### src/rtl/dref_pkg.sv
package dref_pkg;
  typedef enum logic [1:0] {
    ST_IDLE = 2'd0,
    ST_ACC  = 2'd1,
    ST_CBR  = 2'd2,
    ST_ACT  = 2'd3
  } ref_state_t;
endpackage

### src/rtl/ref_timer.sv
module ref_timer #(
  parameter int TICK_CYC = 781,
  parameter int ROWS     = 4096
) (
  input  logic clk,
  input  logic rst_n,
  output logic tick_o,
  output logic period_o
);
  localparam int TICK_W = (TICK_CYC > 2) ? $clog2(TICK_CYC) : 1;
  localparam int ROW_W  = (ROWS > 2) ? $clog2(ROWS) : 1;

  logic [TICK_W-1:0] cnt_q, cnt_d;
  logic [ROW_W-1:0]  per_q, per_d;

  always_comb begin
    tick_o   = (cnt_q == '0);
    period_o = tick_o && (per_q == ROW_W'(ROWS-1));
    cnt_d    = tick_o ? TICK_W'(TICK_CYC-1) : cnt_q - 1'b1;
    per_d    = per_q;
    if (tick_o) per_d = period_o ? '0 : per_q + 1'b1;
  end

  always_ff @(posedge clk or negedge rst_n) begin
    if (!rst_n) begin
      cnt_q <= TICK_W'(TICK_CYC-1);
      per_q <= '0;
    end else begin
      cnt_q <= cnt_d;
      per_q <= per_d;
    end
  end

  // interval timer restarts a full interval after each tick
  a_r2_tick_reload: assert property (@(posedge clk) disable iff (!rst_n)
    tick_o |=> (cnt_q == TICK_W'(TICK_CYC-1)));
endmodule

### src/rtl/ref_tracker.sv
module ref_tracker #(
  parameter int ROWS        = 4096,
  parameter int OVERDUE_LIM = 4
) (
  input  logic                  clk,
  input  logic                  rst_n,
  input  logic                  tick_i,
  input  logic                  period_i,
  input  logic                  burst_i,
  input  logic                  done_i,
  output logic                  pend_nz_o,
  output logic                  urgent_o,
  output logic [((ROWS > 2) ? $clog2(ROWS) : 1)-1:0] row_o
);
  localparam int ROW_W    = (ROWS > 2) ? $clog2(ROWS) : 1;
  localparam int PEND_MAX = 2 * ROWS;
  localparam int PEND_W   = $clog2(PEND_MAX + 1);
  localparam int PW1      = PEND_W + 1;

  logic [PEND_W-1:0] pend_q, pend_d;
  logic [ROW_W-1:0]  row_q, row_d;
  logic [PW1-1:0]    add_w, sum_w;

  always_comb begin
    if (burst_i) add_w = period_i ? PW1'(ROWS) : '0;
    else         add_w = {{PEND_W{1'b0}}, tick_i};
    sum_w  = {1'b0, pend_q} + add_w - {{PEND_W{1'b0}}, done_i};
    pend_d = (sum_w > PW1'(PEND_MAX)) ? PEND_W'(PEND_MAX) : sum_w[PEND_W-1:0];
    row_d  = row_q;
    if (done_i) row_d = (row_q == ROW_W'(ROWS-1)) ? '0 : row_q + 1'b1;
  end

  always_ff @(posedge clk or negedge rst_n) begin
    if (!rst_n) begin
      pend_q <= '0;
      row_q  <= '0;
    end else begin
      pend_q <= pend_d;
      row_q  <= row_d;
    end
  end

  assign pend_nz_o = (pend_q != '0);
  assign urgent_o  = (pend_q > PEND_W'(OVERDUE_LIM));
  assign row_o     = row_q;

  // last row is followed by row 0
  a_r6_row_wrap: assert property (@(posedge clk) disable iff (!rst_n)
    (done_i && row_q == ROW_W'(ROWS-1)) |=> (row_q == '0));
  // pending obligations never exceed the cap
  a_r9_pend_cap: assert property (@(posedge clk) disable iff (!rst_n)
    pend_q <= PEND_W'(PEND_MAX));
endmodule

### src/rtl/ref_seq.sv
module ref_seq
  import dref_pkg::*;
#(
  parameter int RC_CYC = 5
) (
  input  logic clk,
  input  logic rst_n,
  input  logic acc_req_i,
  input  logic pend_nz_i,
  input  logic urgent_i,
  input  logic cbr_i,
  output logic acc_gnt_o,
  output logic busy_o,
  output logic ras_n_o,
  output logic cas_n_o,
  output logic drive_row_o,
  output logic done_o
);
  localparam int RC_W = (RC_CYC > 2) ? $clog2(RC_CYC) : 1;

  ref_state_t      state_q, state_d;
  logic [RC_W-1:0] rc_q, rc_d;
  logic            cbr_q, cbr_d;

  always_comb begin
    state_d = state_q;
    rc_d    = rc_q;
    cbr_d   = cbr_q;
    done_o  = 1'b0;
    unique case (state_q)
      ST_IDLE: begin
        if (acc_req_i && !urgent_i) begin
          state_d = ST_ACC;
        end else if (pend_nz_i) begin
          cbr_d   = cbr_i;
          rc_d    = '0;
          state_d = cbr_i ? ST_CBR : ST_ACT;
        end
      end
      ST_ACC:  if (!acc_req_i) state_d = ST_IDLE;
      ST_CBR:  state_d = ST_ACT;
      ST_ACT: begin
        if (rc_q == RC_W'(RC_CYC-1)) begin
          done_o  = 1'b1;
          state_d = ST_IDLE;
        end else begin
          rc_d = rc_q + 1'b1;
        end
      end
      default: state_d = ST_IDLE;
    endcase
  end

  always_ff @(posedge clk or negedge rst_n) begin
    if (!rst_n) begin
      state_q <= ST_IDLE;
      rc_q    <= '0;
      cbr_q   <= 1'b0;
    end else begin
      state_q <= state_d;
      rc_q    <= rc_d;
      cbr_q   <= cbr_d;
    end
  end

  assign acc_gnt_o   = (state_q == ST_ACC);
  assign busy_o      = (state_q == ST_CBR) || (state_q == ST_ACT);
  assign ras_n_o     = !(state_q == ST_ACT);
  assign cas_n_o     = !((state_q == ST_CBR) || (state_q == ST_ACT && cbr_q));
  assign drive_row_o = (state_q == ST_ACT) && !cbr_q;

  // column strobe already active when the row strobe falls
  a_r5_cas_leads: assert property (@(posedge clk) disable iff (!rst_n)
    ($fell(ras_n_o) && cbr_q) |-> $past(!cas_n_o));
  // a granted access keeps the array while it requests
  a_r7_grant_held: assert property (@(posedge clk) disable iff (!rst_n)
    (acc_gnt_o && acc_req_i) |=> acc_gnt_o);
  // overdue refresh blocks a fresh grant
  a_r8_urgent_first: assert property (@(posedge clk) disable iff (!rst_n)
    (state_q == ST_IDLE && urgent_i) |=> !acc_gnt_o);
endmodule

### src/rtl/dram_refresh_ctrl.sv
module dram_refresh_ctrl #(
  parameter int ROWS        = 4096,
  parameter int TICK_CYC    = 781,
  parameter int RC_CYC      = 5,
  parameter int OVERDUE_LIM = 4,
  parameter int CNT_W       = 24,
  localparam int ROW_W      = (ROWS > 2) ? $clog2(ROWS) : 1
) (
  input  logic             clk,
  input  logic             rst_n,
  input  logic             burst_mode,
  input  logic             cbr_mode,
  input  logic             acc_req,
  output logic             acc_gnt,
  output logic             ref_busy,
  output logic             ras_n,
  output logic             cas_n,
  output logic [ROW_W-1:0] row_addr,
  output logic [CNT_W-1:0] ref_count,
  output logic [CNT_W-1:0] busy_cycles
);
  logic tick_w, period_w, done_w, pend_nz_w, urgent_w, drive_row_w;
  logic [ROW_W-1:0] row_w;
  logic [CNT_W-1:0] ref_cnt_q, ref_cnt_d, busy_q, busy_d;

  ref_timer #(.TICK_CYC(TICK_CYC), .ROWS(ROWS)) u_timer (
    .clk(clk), .rst_n(rst_n), .tick_o(tick_w), .period_o(period_w)
  );

  ref_tracker #(.ROWS(ROWS), .OVERDUE_LIM(OVERDUE_LIM)) u_tracker (
    .clk(clk), .rst_n(rst_n), .tick_i(tick_w), .period_i(period_w),
    .burst_i(burst_mode), .done_i(done_w), .pend_nz_o(pend_nz_w),
    .urgent_o(urgent_w), .row_o(row_w)
  );

  ref_seq #(.RC_CYC(RC_CYC)) u_seq (
    .clk(clk), .rst_n(rst_n), .acc_req_i(acc_req), .pend_nz_i(pend_nz_w),
    .urgent_i(urgent_w), .cbr_i(cbr_mode), .acc_gnt_o(acc_gnt),
    .busy_o(ref_busy), .ras_n_o(ras_n), .cas_n_o(cas_n),
    .drive_row_o(drive_row_w), .done_o(done_w)
  );

  always_comb begin
    ref_cnt_d = done_w   ? ref_cnt_q + 1'b1 : ref_cnt_q;
    busy_d    = ref_busy ? busy_q + 1'b1    : busy_q;
  end

  always_ff @(posedge clk or negedge rst_n) begin
    if (!rst_n) begin
      ref_cnt_q <= '0;
      busy_q    <= '0;
    end else begin
      ref_cnt_q <= ref_cnt_d;
      busy_q    <= busy_d;
    end
  end

  assign row_addr    = drive_row_w ? row_w : '0;
  assign ref_count   = ref_cnt_q;
  assign busy_cycles = busy_q;

  // busy-cycle counter tracks the busy flag
  a_r10_busy_count: assert property (@(posedge clk) disable iff (!rst_n)
    ref_busy |=> (busy_cycles == $past(busy_cycles) + 1'b1));
endmodule

### config.mk
export PLATFORM = sky130hd
export DESIGN_NAME = dram_refresh_ctrl
export DESIGN_NICKNAME = d
export VERILOG_FILES = /design/src/rtl/dref_pkg.sv /design/src/rtl/ref_timer.sv /design/src/rtl/ref_tracker.sv /design/src/rtl/ref_seq.sv /design/src/rtl/dram_refresh_ctrl.sv
export SDC_FILE = /design/constraint.sdc
export NUM_CORES = 1
export LEC_CHECK = 0
export ABC_AREA = 1
export ABC_CLOCK_PERIOD_IN_PS = 3600
export CORE_UTILIZATION = 60
export DETAILED_ROUTE_END_ITERATION = 12
export DONT_BUFFER_PORTS = 1
export PLACE_DENSITY = 0.79
export SKIP_CTS_REPAIR_TIMING = 1
export SYNTH_ARGS = -nofsm -noshare
export SYNTH_HDL_FRONTEND = slang
export SYNTH_SLANG_ARGS = --single-unit
### constraint.sdc
create_clock -name clk -period 3.6 [get_ports clk]
set_input_delay 0.54 -clock clk [delete_from_list [all_inputs] [get_ports clk]]
set_output_delay 0.54 -clock clk [all_outputs]
set_load 0.02 [all_outputs]
==> results of run 1 <==
==> logic make-up (layout without fill, tap and decap cells) <==
kind of cell	count (synthesis)	count (layout)	share of synthesized area
AND/OR/NAND/NOR	376	377	0.284
buffers and inverters	149	164	0.0936
flip-flops	102	102	0.421
XOR/XNOR	60	60	0.0866
AO/OA/AOI/OAI	52	52	0.0452
adder cells (fa/ha/maj)	33	33	0.0693
==> flip-flops by register name (all words and copies together) (netlist names) <==
register,flops
u_seq.rc_q,3
u_tracker.pend_q,14
u_seq.state_q,2
ref_count,24
u_tracker.row_o,12
busy_cycles,24
u_timer.per_q,12
u_timer.cnt_q,10
u_seq.cbr_q,1
==> Yosys cell counts, drive strengths merged <==
cell / instances / share of area
nand2: 160 / 0.10
inv: 144 / 0.089
dfrtp: 98 / 0.40
nor2: 91 / 0.062
nand3: 60 / 0.053
xor2: 43 / 0.062
ha: 32 / 0.066
nor3: 29 / 0.027
a21oi: 26 / 0.021
o21ai: 19 / 0.016
nand4: 17 / 0.018
xnor2: 17 / 0.025
nor4: 9 / 0.011
dfstp: 4 / 0.017
a31oi: 3 / 0.0031
clkbuf: 3 / 0.0019
nand3b: 3 / 0.0037
buf: 2 / 0.0027
nor4b: 2 / 0.0029
o21bai: 2 / 0.0025
or2: 2 / 0.0021
a21boi: 1 / 0.0012
and2: 1 / 0.0010
and3: 1 / 0.0010
fa: 1 / 0.0033
nor3b: 1 / 0.0012
o31ai: 1 / 0.0012
==> worst max-delay path, cell delays in order, from the launching register on <==
cell and delay [ns]:
dfrtp_1 0.37, inv_1 0.08, ha_1 0.20, nand2_1 0.17, nor2_8 0.04, ha_1 0.28
inv_1 0.06, ha_1 0.24, inv_1 0.08, fa_1 0.40, inv_1 0.07, nand2_1 0.05
nand2_1 0.11, nand3_1 0.10, nand2_1 0.16, nand2_1 0.09, nand2_1 0.06, nand2_1 0.04
nand2_1 0.10, nand2_1 0.08, nor2_2 0.21, nand3_4 0.14, a21oi_1 0.16
==> layout make-up <==
class                      count  area [sq um]  share of cell area
timing repair buffer           5          60.1             0.00920
clock inverter                 5          35.0             0.00537
tap                          133           166              0.0255
multi-input combinational    522          3030               0.464
clock buffer                  10           138              0.0211
inverter                     144           541              0.0828
sequential                   102          2560               0.392
==> path summary, 6_finish.rpt <==
kind / end / from / cells past startpoint / slack [ns]
max: u_tracker.pend_q[7] / u_seq.rc_q[0] / 22 / 0.23
max reg2reg: u_tracker.pend_q[7] / u_seq.rc_q[0] / 22 / 0.23
min reg2reg: u_timer.cnt_q[0] / u_timer.cnt_q[0] / 1 / 0.45
min in group clk: u_seq.cbr_q / cbr_mode / 2 / 0.33
min: busy_cycles[3] / rst_n / 1 / 0.05
max in group asynchronous: u_timer.cnt_q[8] / rst_n / 1 / 2.74
==> where the power goes <==
group          total, mW  switching (mW)  internal (mW)  leakage [nW]
clock network      0.663           0.395          0.268        0.0885
logic               1.99            1.37          0.622          1.77
registers           1.47           0.191           1.28          1.35
total               4.12            1.96           2.17          3.22
==> layer usage <==
metal  routed length [microns]  part of all wire
met1                      5520              0.43
met2                      6370              0.50
met3                       603             0.047
met4                       260             0.020
met5                         0                 0
==> stage by stage <==
| step | worst slack [ns] | std cells | hold slack, ns | util | instance area [sq um] |
|---|---|---|---|---|---|
| finish | 0.226 | 921 | 0.0538 | 0.668 | 6530 |
| floorplan | 0.433 | 772 | 0.244 | - | 6070 |
| global placement | 0.289 | 903 | 0.247 | 0.637 | 6230 |
| detailed placement | 0.0945 | 903 | 0.246 | 0.637 | 6230 |
| CTS | 0.0267 | 918 | -0.182 | 0.655 | 6400 |
| global route | 0.00816 | 921 | 0.0751 | 0.668 | 6530 |
==> impl_results.md, run 1 <==
* Worst Tran Pin Value at 0.734 ns
* Max Clk Rate at 296 MHz
* Vias in the first global route at 4869
* Top-level I/O count at 69
* Final Hold Fails at 0
* Library cells used by synthesis at 38
* M3 GR Usage at 0.0631
* TritonCTS buffer count at 9
* Die Width at 103 microns
* Sequential area share after synthesis at 0.421
* GR Util met1 at 0.302
* RSZ-0062 raised after global routing: false
* H-tree Lvls at 3
* Yosys reg bits at 102
* Power per cell area at 632 nW/um^2
* Yosys warns at 0
* Later-pin clock latency in the skew report at 0.38 ns
* Drt total wl at 12800 microns
* Max-cap viol count at 0
* Commonest cells after routing, fill and taps aside: nand2_1 (155), inv_1 (143), dfrtp_1 (97)
* Post-Syn Area per Cell at 7.86 sq um
* Sinks on Clock Net at 102
* CP Launch Type: flop
* Final #Nets at 822
* CP max FO at 5
* Total gr overflow at 0
* Total power at 4.12 mW
* Fin crit share at 0.937
* Post-DP HPWL at 9560 microns
* Area delta synth->final at 7.53%
* HP Class: in -> async
* Min Tclk post-route at 3.37 ns
* Final setup fails at 0
* IO buf count at 0
* Root Buffer: clkbuf_8
* Post-route DRC at 0
* CTS tree: built
* Final TNS setup at 0 ns
* Final Max Tran Viols at 0
* First-pass GRT wire length at 21000 microns
* Die span in y at 103 microns
* Rows at 36
* Worst-path clk slew at 0.10 ns
* Syn nets at 810
* Status: finished, final reports clean
* Mapped Area at 6070 sq um
* Setup Skew at 0.0133 ns
* Core footprint at 9770 sq um
* VDD IR-drop max at 0.000407 V
* Synth Instances at 772
* Setup crit end kind: flop
* Total GRT Usage at 0.255
* GP Congestion at 0.980
* Req. time, crit path at 3.90 ns
* Critical path arrival at 3.67 ns
* Grt met2 use at 0.443
* Fill cell count at 824
* Diode count at 0
* Most common cell after layout, fill and taps aside: nand2_1
* Pre-antenna DRT Iters at 5
* Critical path class: reg -> reg
* Detail Route Antenna Nets at 0
* Starting DRT DRC Count at 225
* Via/cell ratio at 5.30
* Leakage power at 3.22 nW
* Largest net degree at the start of global routing at 103
* Starting Density at 0.621
* Die area at 10500 sq um
* Share of layout cells above drive strength 1 at 0.0698
* Slew HR at 0.505
* Initial antenna violation count at 0
* Via Count at 4880
* Routed length per instance at 13.8 microns
* CTS max path bufs at 2
* Most used routing layer: met2
Power figures use the tool's default switching activity.
==> inputs of run 2 (changes only) <==
- CORE_MARGIN: default -> 2
==> run 2 against run 1 <==
Net effect: combinational power is essentially flat; clock skew shrank 0.0041 ns; maximum frequency is essentially flat; register-to-register slack is essentially flat; critical path type unchanged.
==> impl_results.md, run 2 (synthesized netlist as in run 1, its figures left out) <==
* Status: finished, final reports clean
* Worst-path clk slew at 0.10 ns (about the same)
* CTS max path bufs at 2 (unchanged)
* Detail Route Antenna Nets at 0 (unchanged)
* Setup crit end kind: flop
* Core footprint at 9770 sq um (unchanged)
* CP max FO at 5 (unchanged)
* Post-DP HPWL at 9650 microns (+0.97%)
* Total gr overflow at 0 (unchanged)
* Die Width at 105 microns (+1.9%)
* Final non-filler cell total at 923 (+0.22%)
* Initial antenna violation count at 0 (unchanged)
* IO buf count at 0 (unchanged)
* Psw at 1.95 mW (-0.27%)
* Final Max Tran Viols at 0 (unchanged)
* Sinks on Clock Net at 102 (unchanged)
* Share of layout cells above drive strength 1 at 0.0684 (-0.00144)
* Max-cap viol count at 0 (unchanged)
* Diode count at 0 (unchanged)
* Root Buffer: clkbuf_8
* Die area at 10900 sq um (+3.9%)
* Logic pwr share at 0.472 (-0.012)
* Post-route DRC at 0 (unchanged)
* Critical path class: reg -> reg
* Placed cell count at 903 (unchanged)
* Commonest cells after routing, fill and taps aside: nand2_1 (155), inv_1 (143), dfrtp_1 (98)
* First-pass GRT wire length at 21600 microns (+3.0%)
* Area delta synth->final at 7.79%
* CP Launch Type: flop
* Clock power frac at 0.178 (+0.017)
* Setup Skew at 0.00926 ns (-0.00407 ns)
* Rows at 36 (unchanged)
* Total GRT Usage at 0.239 (-0.0167)
* Place WS at 0.0874 ns (-0.00707 ns)
* Critical path arrival at 3.66 ns (about the same)
* Slew HR at 0.477 (-0.0283)
* Final Hold Fails at 0 (unchanged)
* CTS tree: built
* Seq pwr share at 0.350 (-0.006)
* HP Class: in -> async
* Most common cell after layout, fill and taps aside: nand2_1
* H-tree Lvls at 3 (unchanged)
* Sw Ratio at 0.467 (-0.00801)
* Worst Tran Pin Value at 0.776 ns (+0.0420 ns)
* Total power at 4.18 mW (+1.4%)
* Starting Density at 0.621 (unchanged)
* Power per cell area at 640 nW/um^2 (+1.2%)
* Routed length per instance at 13.9 microns (+0.12%)
* VDD IR-drop max at 0.000435 V (+7.0%)
* Final setup fails at 0 (unchanged)
* Later-pin clock latency in the skew report at 0.36 ns (-0.02 ns)
* Pre-antenna DRT Iters at 6 (+1)
* Largest net degree at the start of global routing at 103 (unchanged)
* Leakage power at 3.24 nW (+0.68%)
* Int Power at 2.23 mW (+3.0%)
* Top-level I/O count at 69 (unchanged)
* Max Clk Rate at 296 MHz (about the same)
* Via Count at 4926 (+0.94%)
* Via/cell ratio at 5.34 (+0.72%)
* Req. time, crit path at 3.88 ns (-0.02 ns)
* Die span in y at 105 microns (+1.9%)
* Min Tclk post-route at 3.38 ns (+0.00212 ns)
* TritonCTS buffer count at 9 (unchanged)
* Worst setup margin at 0.224 ns (-0.00212 ns)
* GP Congestion at 0.959 (-2.1%)
* Fin crit share at 0.938 (about the same)
* Drt total wl at 12800 microns (+0.34%)
* Vias in the first global route at 4811 (-1.2%)
* Final #Nets at 823 (+0.12%)
* Starting DRT DRC Count at 308 (+37%)
[run 2: cell count changes in the layout (fill, tap and decap cells not counted), sizes merged]
cell / before / now
buf: 4 / 5
inv: 145 / 146
bufinv: 0 / 1
clkinv: 3 / 2
[run 2: path summary, 6_finish.rpt]
check / cells after the start / slack (ns) / endpoint / start
setup / recovery: 20 / 0.22 / u_tracker.pend_q[8] / u_seq.rc_q[0]
hold / removal: 1 / 0.07 / busy_cycles[5] / rst_n
setup reg to reg: 20 / 0.22 / u_tracker.pend_q[8] / u_seq.rc_q[0]
hold reg to reg: 1 / 0.45 / u_timer.cnt_q[0] / u_timer.cnt_q[0]
max in group asynchronous: 1 / 2.71 / u_timer.cnt_q[3] / rst_n
min in group clk: 2 / 0.34 / u_seq.cbr_q / cbr_mode
[run 2: area by class of cell]
type	count	area, sq um
Inverter	144	541
Timing Repair Buffer	6	67.6
Tap cell	133	166
Clock inverter	6	67.6
Sequential cell	102	2560
Fill cell	793	3230
Multi-Input combinational cell	522	3000
Clock buffer	10	138
[run 2: routing by layer]
metal / part of all wire / vias to the layer above / track usage
li1: - / 2451 / -
met1: 0.42 / 2316 / 0.287
met2: 0.50 / 131 / 0.422
met3: 0.057 / 28 / 0.0468
met4: 0.026 / 0 / 0.0898
met5: 0 / - / 0
[run 2: critical path, stage by stage, from the launching register on]
cell	delay, ns
dfrtp_1	0.36
inv_1	0.08
ha_1	0.19
nand2_1	0.17
nor2_8	0.04
ha_1	0.28
inv_1	0.06
ha_1	0.24
inv_1	0.08
fa_1	0.40
inv_1	0.07
nand2_1	0.05
nand2_1	0.10
nand3_1	0.10
nand2_1	0.16
nand2_1	0.08
nand2_1	0.11
nand2_1	0.08
nor3_2	0.25
nand3_2	0.20
a21oi_1	0.19
[run 2: stage by stage]
step | util | hold WS (ns) | cell area [sq um] | TNS, ns
finish | 0.669 | 0.0681 | 6540 | 0
CTS | 0.658 | -0.155 | 6430 | 0
global route | 0.669 | 0.108 | 6540 | -0.111
floorplan | - | 0.244 | 6070 | 0
global placement | 0.637 | 0.247 | 6230 | 0
detailed placement | 0.637 | 0.246 | 6230 | 0
[run 2: power by group through the flow]
| stage | logic (mW) | clock network, mW | registers, mW |
|---|---|---|---|
| after floorplan | 1.39 | 0 | 1.45 |
| final | 1.98 | 0.744 | 1.46 |
| after global routing | 2.23 | 0.799 | 1.48 |
| after global placement | 1.68 | 0 | 1.48 |
| after CTS | 1.76 | 0.760 | 1.46 |
| after detailed placement | 1.74 | 0 | 1.49 |
==> inputs of run 3 (changes only) <==
- CORE_UTILIZATION: 60 -> 43
- PLACE_DENSITY: 0.79 -> 0.61
==> run 3 against run 2 <==
Net effect: cell area grew 2.5%; non-clock buffer count shrank 2; flip-flop and latch count is the same; critical path depth grew 2; routed wire length shrank 1.5%; largest power group unchanged; highest routed layer unchanged.
==> impl_results.md, run 3 (synthesized netlist as in run 1, its figures left out) <==
* Detail Route Antenna Nets at 0 (unchanged)
* Core Util, Final at 0.485 (-0.184)
* Drt total wl at 12600 microns (-1.5%)
* Placed instance area at 6290 sq um (+0.94%)
* Design area at 6700 sq um (+2.5%)
* Req. time, crit path at 3.87 ns (about the same)
* CP Launch Type: flop
* Post-route DRC at 0 (unchanged)
* Final Max Tran Viols at 0 (unchanged)
* Via Count at 4770 (-3.2%)
* Die area at 15100 sq um (+38%)
* Power per cell area at 667 nW/um^2 (+4.2%)
* Clock power frac at 0.220 (+0.042)
* Starting Density at 0.439 (-0.182)
* Seq pwr share at 0.329 (-0.021)
* Multi-input logic area at 3030 sq um (+0.83%)
* Slew HR at 0.527 (+0.0497)
* Die span in y at 123 microns (+17%)
* Commonest cells after routing, fill and taps aside: nand2_1 (154), inv_1 (142), dfrtp_1 (98)
* R2r endpoint: u_tracker.pend_q[1]
* Reg2Reg Depth at 22 (+10%)
* Logic pwr share at 0.451 (-0.021)
* VDD IR-drop max at 0.000338 V (-22%)
* Core footprint at 13800 sq um (+41%)
* Root Buffer: clkbuf_16
* CP max FO at 5 (unchanged)
* Setup crit end kind: flop
* Area delta synth->final at 10.5%
* Final TNS setup at 0 ns (unchanged)
* Worst Tran Pin Value at 0.703 ns (-0.0737 ns)
* Largest net degree at the start of global routing at 103 (unchanged)
* Final #Nets at 821 (-0.24%)
* Top-level I/O count at 69 (unchanged)
* Worst-path clk slew at 0.07 ns (-0.03 ns)
* CTS tree: built
* Final setup fails at 0 (unchanged)
* Starting DRT DRC Count at 204 (-34%)
* Place WS at 0.0381 ns (-0.0493 ns)
* Setup Skew at 0.00762 ns (-0.00164 ns)
* Psw at 2.01 mW (+2.7%)
* Min Tclk post-route at 3.35 ns (-0.0305 ns)
* Sinks on Clock Net at 102 (unchanged)
* Final Hold Fails at 0 (unchanged)
* Fin crit share at 0.929 (-0.00846)
* Rows at 43 (+19%)
* Flop2flop setup slack at 0.25 ns (+0.03 ns)
* Critical path arrival at 3.61 ns (-0.05 ns)
* Post-DP HPWL at 9490 microns (-1.7%)
* Diode count at 0 (unchanged)
* Die Width at 123 microns (+17%)
* First-pass GRT wire length at 20500 microns (-5.1%)
* R2R Path Start: u_timer.cnt_q[7]
* Worst setup margin at 0.255 ns (+0.0305 ns)
* Via/cell ratio at 4.93 (-7.7%)
* Vias in the first global route at 4587 (-4.7%)
* Total gr overflow at 0 (unchanged)
* Int Power at 2.46 mW (+10%)
* Fill cell count at 1300 (+64%)
* Leakage power at 3.27 nW (+1.0%)
* Later-pin clock latency in the skew report at 0.34 ns (-0.02 ns)
* HP Class: in -> async
* Routed length per instance at 13.0 microns (-6.1%)
* Critical path class: reg -> reg
* Max-cap viol count at 0 (unchanged)
* Sw Ratio at 0.449 (-0.0178)
* Sequential cell area at 2560 sq um (unchanged)
* Pre-antenna DRT Iters at 4 (-2)
* Max Clk Rate at 299 MHz (+0.91%)
* Total GRT Usage at 0.170 (-0.0689)
* CTS max path bufs at 2 (unchanged)
* Initial antenna violation count at 0 (unchanged)
* Share of layout cells above drive strength 1 at 0.0698 (+0.00144)
* Hold Slack at 0.0348 ns (-0.0333 ns)
* H-tree Lvls at 3 (unchanged)
* Status: finished, final reports clean
* Most common cell after layout, fill and taps aside: nand2_1
* IO buf count at 0 (unchanged)
* TritonCTS buffer count at 9 (unchanged)
* GP Congestion at 0.861 (-10%)
[run 3: cell count changes in the layout (fill, tap and decap cells not counted), sizes merged]
cell	delta
dlygate4sd3	-1
clkinv	+1
inv	-1
buf	-1
[run 3: worst max path at each step]
stage,startpoint,endpoint,slack [ns],depth (start not counted)
2_1_floorplan,u_timer.cnt_q[0],u_tracker.pend_q[1],0.43,22
3_3_place_gp,u_timer.cnt_q[7],u_tracker.pend_q[1],0.19,20
3_5_place_dp,u_timer.cnt_q[7],u_tracker.pend_q[8],0.04,20
4_1_cts,u_timer.cnt_q[7],u_tracker.pend_q[8],-0.005,20
5_1_grt,u_timer.cnt_q[7],u_tracker.pend_q[1],-0.04,22
6_report,u_timer.cnt_q[7],u_tracker.pend_q[1],0.25,22
[run 3: power groups by stage]
stage          Sequential [mW]  Combinational [mW]  Clock (mW)
2_1_floorplan             1.45                1.39           0
3_5_place_dp              1.49                1.74           0
4_1_cts                   1.47                1.75        1.01
6_report                  1.47                2.01       0.981
5_1_grt                   1.48                2.30        1.07
3_3_place_gp              1.49                1.71           0
[run 3: area by class of cell]
class,count,area share
clock buffers,10,0.0342
clock inverters,6,0.0106
inverters,144,0.0806
multi-input cells,522,0.452
flip-flops and latches,102,0.382
well taps,180,0.0336
repair buffers,4,0.00747
[run 3: per-stage QoR]
step,total power [mW],cells
floorplan,2.85,772
global placement,3.20,950
detailed placement,3.23,950
CTS,4.23,966
global route,4.85,968
finish,4.47,968
[run 3: critical path, cell delays in order (launching register included)]
cell and delay, ns:
dfrtp_1 0.43, nor3_2 0.23, nand4_1 0.17, nor2_2 0.17, nand2_1 0.07, nor2_2 0.12, nand4_1 0.11, nor2_2 0.12
nand4_1 0.10, ha_1 0.28, inv_1 0.06, ha_4 0.28, nand2_1 0.07, nor2_1 0.13, and2_1 0.13, nand2_1 0.08
nand2_1 0.07, nand2_1 0.04, nand2_1 0.07, nand2_1 0.08, nor2_4 0.14, nand3_2 0.14, a21oi_1 0.16
[run 3: routing by layer]
layer | wire length [microns] | GRT usage | part of all wire
met3 | 579 | 0.0353 | 0.046
met2 | 6080 | 0.284 | 0.48
met5 | 0 | 0 | 0
met4 | 136 | 0.0582 | 0.011
met1 | 5800 | 0.217 | 0.46
